==> config.mk <==
export PLATFORM = sky130hd
export DESIGN_NAME = cla_adder_top
export DESIGN_NICKNAME = d
export VERILOG_FILES = /design/src/rtl/cla_pkg.sv /design/src/rtl/cla_pg_bits.sv /design/src/rtl/cla_lookahead.sv /design/src/rtl/cla_slice.sv /design/src/rtl/cla_adder_top.sv
export SDC_FILE = /design/constraint.sdc
export NUM_CORES = 1
export LEC_CHECK = 0
export BUFFER_PORTS_ARGS = -buffer_cell sky130_fd_sc_hd__buf_2
export CORE_ASPECT_RATIO = 0.75
export CORE_MARGIN = 3
export CORE_UTILIZATION = 39
export DETAILED_ROUTE_END_ITERATION = 6
export PLACE_DENSITY = 0.86
export SETUP_SLACK_MARGIN = 0.5
export SLEW_MARGIN = 15
export SYNTH_ARGS = -nofsm -noshare
export SYNTH_HDL_FRONTEND = slang
export SYNTH_SLANG_ARGS = --single-unit
==> constraint.sdc <==
create_clock -name vclk -period 2.3
set_clock_uncertainty 0.05 [all_clocks]
set_input_delay 0.23 -clock vclk [all_inputs]
set_output_delay 0.23 -clock vclk [all_outputs]
set_load 0.05 [all_outputs]
==> src/rtl/cla_pkg.sv <==
package cla_pkg;
  localparam int unsigned CLA_DATA_W  = 16;
  localparam int unsigned CLA_SLICE_W = 4;
endpackage

==> src/rtl/cla_pg_bits.sv <==
module cla_pg_bits #(
  parameter int unsigned W = 4
) (
  input  logic [W-1:0] a_i,
  input  logic [W-1:0] b_i,
  output logic [W-1:0] gen_o,
  output logic [W-1:0] prop_o
);
  for (genvar i = 0; i < W; i++) begin : g_bit
    assign gen_o[i]  = a_i[i] & b_i[i];
    assign prop_o[i] = a_i[i] ^ b_i[i];
  end
endmodule

==> src/rtl/cla_lookahead.sv <==
module cla_lookahead #(
  parameter int unsigned N = 4
) (
  input  logic [N-1:0] gen_i,
  input  logic [N-1:0] prop_i,
  input  logic         cin_i,
  output logic [N:0]   carry_o,
  output logic         grp_gen_o,
  output logic         grp_prop_o
);
  assign carry_o[0] = cin_i;

  for (genvar j = 1; j <= N; j++) begin : g_carry
    always_comb begin
      logic acc;
      logic term;
      acc = cin_i;
      for (int m = 0; m < j; m++) acc = acc & prop_i[m];
      for (int k = 0; k < j; k++) begin
        term = gen_i[k];
        for (int m = k + 1; m < j; m++) term = term & prop_i[m];
        acc = acc | term;
      end
      carry_o[j] = acc;
    end


    always_comb begin
      carry_step_chk: assert (carry_o[j] == (gen_i[j-1] | (prop_i[j-1] & carry_o[j-1])))
        else $error("lookahead carry %0d disagrees with one-step recurrence", j);
    end
  end

  always_comb begin
    logic acc;
    logic term;
    acc = 1'b0;
    for (int k = 0; k < N; k++) begin
      term = gen_i[k];
      for (int m = k + 1; m < N; m++) term = term & prop_i[m];
      acc = acc | term;
    end
    grp_gen_o = acc;
  end

  assign grp_prop_o = &prop_i;


  always_comb begin
    group_carry_chk: assert (carry_o[N] == (grp_gen_o | (grp_prop_o & cin_i)))
      else $error("group carry out disagrees with group terms");
  end
endmodule

==> src/rtl/cla_slice.sv <==
module cla_slice #(
  parameter int unsigned W = 4
) (
  input  logic [W-1:0] a_i,
  input  logic [W-1:0] b_i,
  input  logic         cin_i,
  output logic [W-1:0] sum_o,
  output logic         cout_o,
  output logic         grp_gen_o,
  output logic         grp_prop_o
);
  logic [W-1:0] gen;
  logic [W-1:0] prop;
  logic [W:0]   carry;

  cla_pg_bits #(.W(W)) pg_i (
    .a_i   (a_i),
    .b_i   (b_i),
    .gen_o (gen),
    .prop_o(prop)
  );

  cla_lookahead #(.N(W)) la_i (
    .gen_i     (gen),
    .prop_i    (prop),
    .cin_i     (cin_i),
    .carry_o   (carry),
    .grp_gen_o (grp_gen_o),
    .grp_prop_o(grp_prop_o)
  );

  assign sum_o  = prop ^ carry[W-1:0];
  assign cout_o = carry[W];


  always_comb begin
    slice_sum_chk: assert ({cout_o, sum_o} == ({1'b0, a_i} + {1'b0, b_i} + {{W{1'b0}}, cin_i}))
      else $error("slice sum mismatch");
  end
endmodule

==> src/rtl/cla_adder_top.sv <==
module cla_adder_top
  import cla_pkg::*;
#(
  parameter int unsigned DATA_W  = CLA_DATA_W,
  parameter int unsigned SLICE_W = CLA_SLICE_W
) (
  input  logic [DATA_W-1:0] op_a,
  input  logic [DATA_W-1:0] op_b,
  input  logic              carry_in,
  output logic [DATA_W-1:0] sum_o,
  output logic              carry_out,
  output logic              grp_gen_o,
  output logic              grp_prop_o
);
  localparam int unsigned NSLICE = DATA_W / SLICE_W;

  logic [NSLICE-1:0] s_gen;
  logic [NSLICE-1:0] s_prop;
  logic [NSLICE-1:0] s_cout;
  logic [NSLICE:0]   s_carry;

  for (genvar k = 0; k < NSLICE; k++) begin : g_slice
    cla_slice #(.W(SLICE_W)) slice_i (
      .a_i       (op_a[k*SLICE_W +: SLICE_W]),
      .b_i       (op_b[k*SLICE_W +: SLICE_W]),
      .cin_i     (s_carry[k]),
      .sum_o     (sum_o[k*SLICE_W +: SLICE_W]),
      .cout_o    (s_cout[k]),
      .grp_gen_o (s_gen[k]),
      .grp_prop_o(s_prop[k])
    );


    always_comb begin
      slice_handoff_chk: assert (s_carry[k+1] == s_cout[k])
        else $error("second-level carry into slice %0d differs from slice below", k + 1);
    end
  end

  cla_lookahead #(.N(NSLICE)) upper_i (
    .gen_i     (s_gen),
    .prop_i    (s_prop),
    .cin_i     (carry_in),
    .carry_o   (s_carry),
    .grp_gen_o (grp_gen_o),
    .grp_prop_o(grp_prop_o)
  );

  assign carry_out = s_carry[NSLICE];


  always_comb begin
    full_sum_chk: assert ({carry_out, sum_o} ==
                          ({1'b0, op_a} + {1'b0, op_b} + {{DATA_W{1'b0}}, carry_in}))
      else $error("16-bit sum mismatch");
  end


  always_comb begin
    all_prop_chk: assert (grp_prop_o == ((op_a ^ op_b) == {DATA_W{1'b1}}))
      else $error("group propagate mismatch");
  end
endmodule

==> results of run 1 <==
[kinds of logic after synthesis]
family / Yosys count / synth area share [%]
adders and majority gates: 24 / 48.0
buffers and inverters: 2 / 1.09
AOI/OAI and AO/OA: 26 / 25.8
and+or+nand+nor: 22 / 14.9
xor gates and xnor gates: 8 / 10.2
[per-stage QoR]
| step | utilization (%) | setup slack, ns | hold slack (ns) | instances | area (um^2) |
|---|---|---|---|---|---|
| after floorplan | - | -0.0673 | 0.705 | 82 | 951 |
| after global placement | 94.2 | -0.263 | 0.924 | 186 | 1470 |
| after detailed placement | 94.2 | -0.406 | 0.943 | 186 | 1470 |
[cells in the mapped netlist (2+ instances only)]
master   number
ha_1         20
nor2_1        9
a21oi_1       8
o21a_1        8
fa_1          4
nand2_1       4
nor3_1        4
o21ai_1       4
xnor2_1       4
xor2_1        4
a21o_1        2
inv_1         2
nand4_1       2
==> flow_metrics.tcl, run 1 <==
set metrics [dict create \
    status "stopped before the end" \
    stop_stage "clock tree synthesis" \
    error_line "[ERROR DPL-0038] Utilization greater than 100%, impossible to legalize" \
    initial_utilization_pct 44.1 \
    ys_warn_count 0 \
    synth_top_area_share_pct 36.4 \
    die_y_um 42.4 \
    io_buffers 52 \
    rows 12 \
    dp_hpwl_um 3000 \
    synth_area_per_cell_um2 8.39 \
    syn_nets 139 \
    cts_setup_buffers 10 \
    yosysTopAreaCell "ha_1" \
    ys_seq_area_share_pct 0 \
    gp_congestion 0.848 \
    synthesis.area_um2 688 \
    dieWidth_um 54.5 \
    syn_inst 82 \
    io_pins 52 \
    synth_cell_types 20 \
    ctsResizeCount 74 \
    synth.area.top_cells "ha_1 36%, fa_1 12%, o21a_1 8.7%, a21oi_1 5.8%, xnor2_1 5.1%" \
    cts_hold_buffers 0 \
]
==> run 2: changes to the inputs <==
CORE_AREA = 3 3 64 66   (was default)
CORE_ASPECT_RATIO = default   (was 0.75)
CORE_MARGIN = default   (was 3)
CORE_UTILIZATION = default   (was 39)
DIE_AREA = 0 0 67 69   (was default)
PLACE_DENSITY = default   (was 0.86)
PLACE_DENSITY_LB_ADDON = 0.15   (was default)
SETUP_SLACK_MARGIN = default   (was 0.5)
clock period = 2.99 ns   (was 2.3 ns; I/O delays follow)
==> run 2 against run 1 <==
  * The flow now finishes without violations
  * Synthesized cell count stayed put
  * Area after synthesis stayed put
==> flow_metrics.tcl, run 2 <==
set metrics [dict create \
    hold_path.class "primary input to primary output" \
    synth_cell_types 20 \
    cts_hold_buffers 0 \
    power.leakage_nw 0.531 \
    yosysTopAreaCell "ha_1" \
    grt_pass1_wl_um 2990 \
    drive_gt1_share_pct 43.0 \
    ys_seq_area_share_pct 0 \
    synth.area.top_cells "ha_1 36%, fa_1 12%, o21a_1 8.7%, a21oi_1 5.8%, xnor2_1 5.1%" \
    nFillCells 427 \
    die_y_um 69 \
    io_pins 52 \
    crit_fanout 4 \
    synth_top_area_share_pct 36.4 \
    hold_viol 0 \
    fmax_ghz 0.357 \
    drtAntennaViolNets 0 \
    ys_warn_count 0 \
    path_class "primary input to primary output" \
    worstPathRequired_ns 2.64 \
    max-vdd-ir-drop_v 0.000157 \
    dr.pass1.iters 4 \
    grt_setup_unrepaired "false" \
    antenna_found_initial 0 \
    syn_nets 139 \
    final_max_slew_viol_count 0 \
    dieArea_mm2 0.00462 \
    clockBufferCount 0 \
    powerDensity_mw_per_mm2 369 \
    critical-path-slowest-cell "ha_1" \
    num_vias 793 \
    final_nets 194 \
    rows 22 \
    antenna_cells 0 \
    core_mm2 0.00363 \
    start_kind "primary input" \
    setup_viol_count_final 0 \
    drtIter0Drc 9 \
    synthesis.area_um2 688 \
    total_power_mw 0.380 \
    synth_area_per_cell_um2 8.39 \
    final_cell_mix "51 x buf_2, 20 x ha_1, 9 x nor2_1, 8 x o21a_1, 5 x a21oi_1" \
    status "finished, final reports clean" \
    final_common_cell "buf_2" \
    wl_um 1780 \
    synth_common_cells "20 x ha_1, 9 x nor2_1, 8 x a21oi_1, 8 x o21a_1" \
    grt_max_degree 5 \
    max_slew.worst_pin.slew_ns 0.252 \
    whs_ns 1.05 \
    crit_chain "buf_2, ha_1, a21oi_2, o221ai_2, a21oi_2, o21bai_1, ha_1, o21a_1, o21a_1, nor2_1, xnor2_1, clkbuf_4" \
    post-synth-top-count-cell "ha_1" \
    layout_min_cycle_time_ns 2.80 \
    gp_congestion 0.709 \
    drc 0 \
    synthToLayoutAreaGrowth_pct 49.6 \
    syn_inst 82 \
    fin_crit_sh_pct 93.7 \
    dp_hpwl_um 1710 \
    relSlewSlack_pct 83.2 \
    critPathMaxStageDelay_ns 0.34 \
    regArea_um2 0 \
    dieWidth_um 67 \
    gr-total-overflow 0 \
    cap_violations 0 \
    vias_per_cell 4.33 \
    arrival_ns 2.45 \
    wire_per_inst_um 9.74 \
    finalSetupTns_ns 0 \
    initial_utilization_pct 18.9 \
    cp-end-kind "primary output" \
    grtUsageTotal_pct 7.45 \
    io_buffers 52 \
    seq_cells 0 \
    grt_pass1_vias 778 \
]
-- run 2: cell counts after synthesis --
Identical to the previous run, type by type.
-- run 2: worst max-delay path: cells and delay by family --
family / cells / cell delay, ns
compound gates: 6 / 1.01
buf+inv: 2 / 0.35
xor+xnor: 1 / 0.12
fa+ha+maj: 2 / 0.56
simple gates: 1 / 0.11
-- run 2: timing repair --
item                                    CTS  global route
endpoints found under the setup margin    0             3
resized for setup                         0             4
setup buffers                             0             0
endpoints found under the hold margin     0             0
-- run 2: where the power goes --
group | internal (mW) | switching [mW] | total, mW
Combinational | 0.112 | 0.268 | 0.380
Clock | 0 | 0 | 0
Sequential | 0 | 0 | 0
Total | 0.112 | 0.268 | 0.380
-- run 2: stage by stage --
stage / setup WS (ns) / area [um^2] / std cells / util [%]
finish: 0.189 / 1030 / 183 / 28.3
detailed placement: 0.0292 / 1020 / 183 / 28.0
floorplan: 0.0357 / 688 / 82 / -
global route: 0.0342 / 1030 / 183 / 28.3
global placement: 0.111 / 1020 / 183 / 28.0
CTS: 0.0246 / 1020 / 183 / 28.0
-- run 2: logic make-up (layout without fill, tap and decap cells) --
logic type	count (synthesis)	in the layout	share of synthesized area, %
buffers and inverters	2	55	1.09
adder cells (fa/ha/maj)	24	24	48.0
AND/OR/NAND/NOR	22	22	14.9
AO/OA/AOI/OAI	26	26	25.8
XOR/XNOR	8	8	10.2
-- run 2: worst paths after layout --
path	startpoint	to	slack [ns]	cells past startpoint
worst max-delay path	op_a[3]	sum_o[15]	0.19	12
worst min-delay path	op_b[0]	sum_o[0]	1.05	3
-- run 2: metal layers --
metal	wire length, um	up-vias	global-route usage [%]	share of wire, %
met5	0	-	0	0
met4	0	0	0	0
met3	157	0	0.163	8.8
met2	914	28	14.6	51
met1	710	350	9.23	40
li1	-	415	-	-
-- run 2: final cells by class --
type / instances / area (um^2) / area share (%)
multi-input combinational: 80 / 692 / 67.2
inverter: 2 / 7.51 / 0.729
timing repair buffer: 53 / 270 / 26.2
tap: 48 / 60.1 / 5.83
Power figures use the tool's default switching activity.
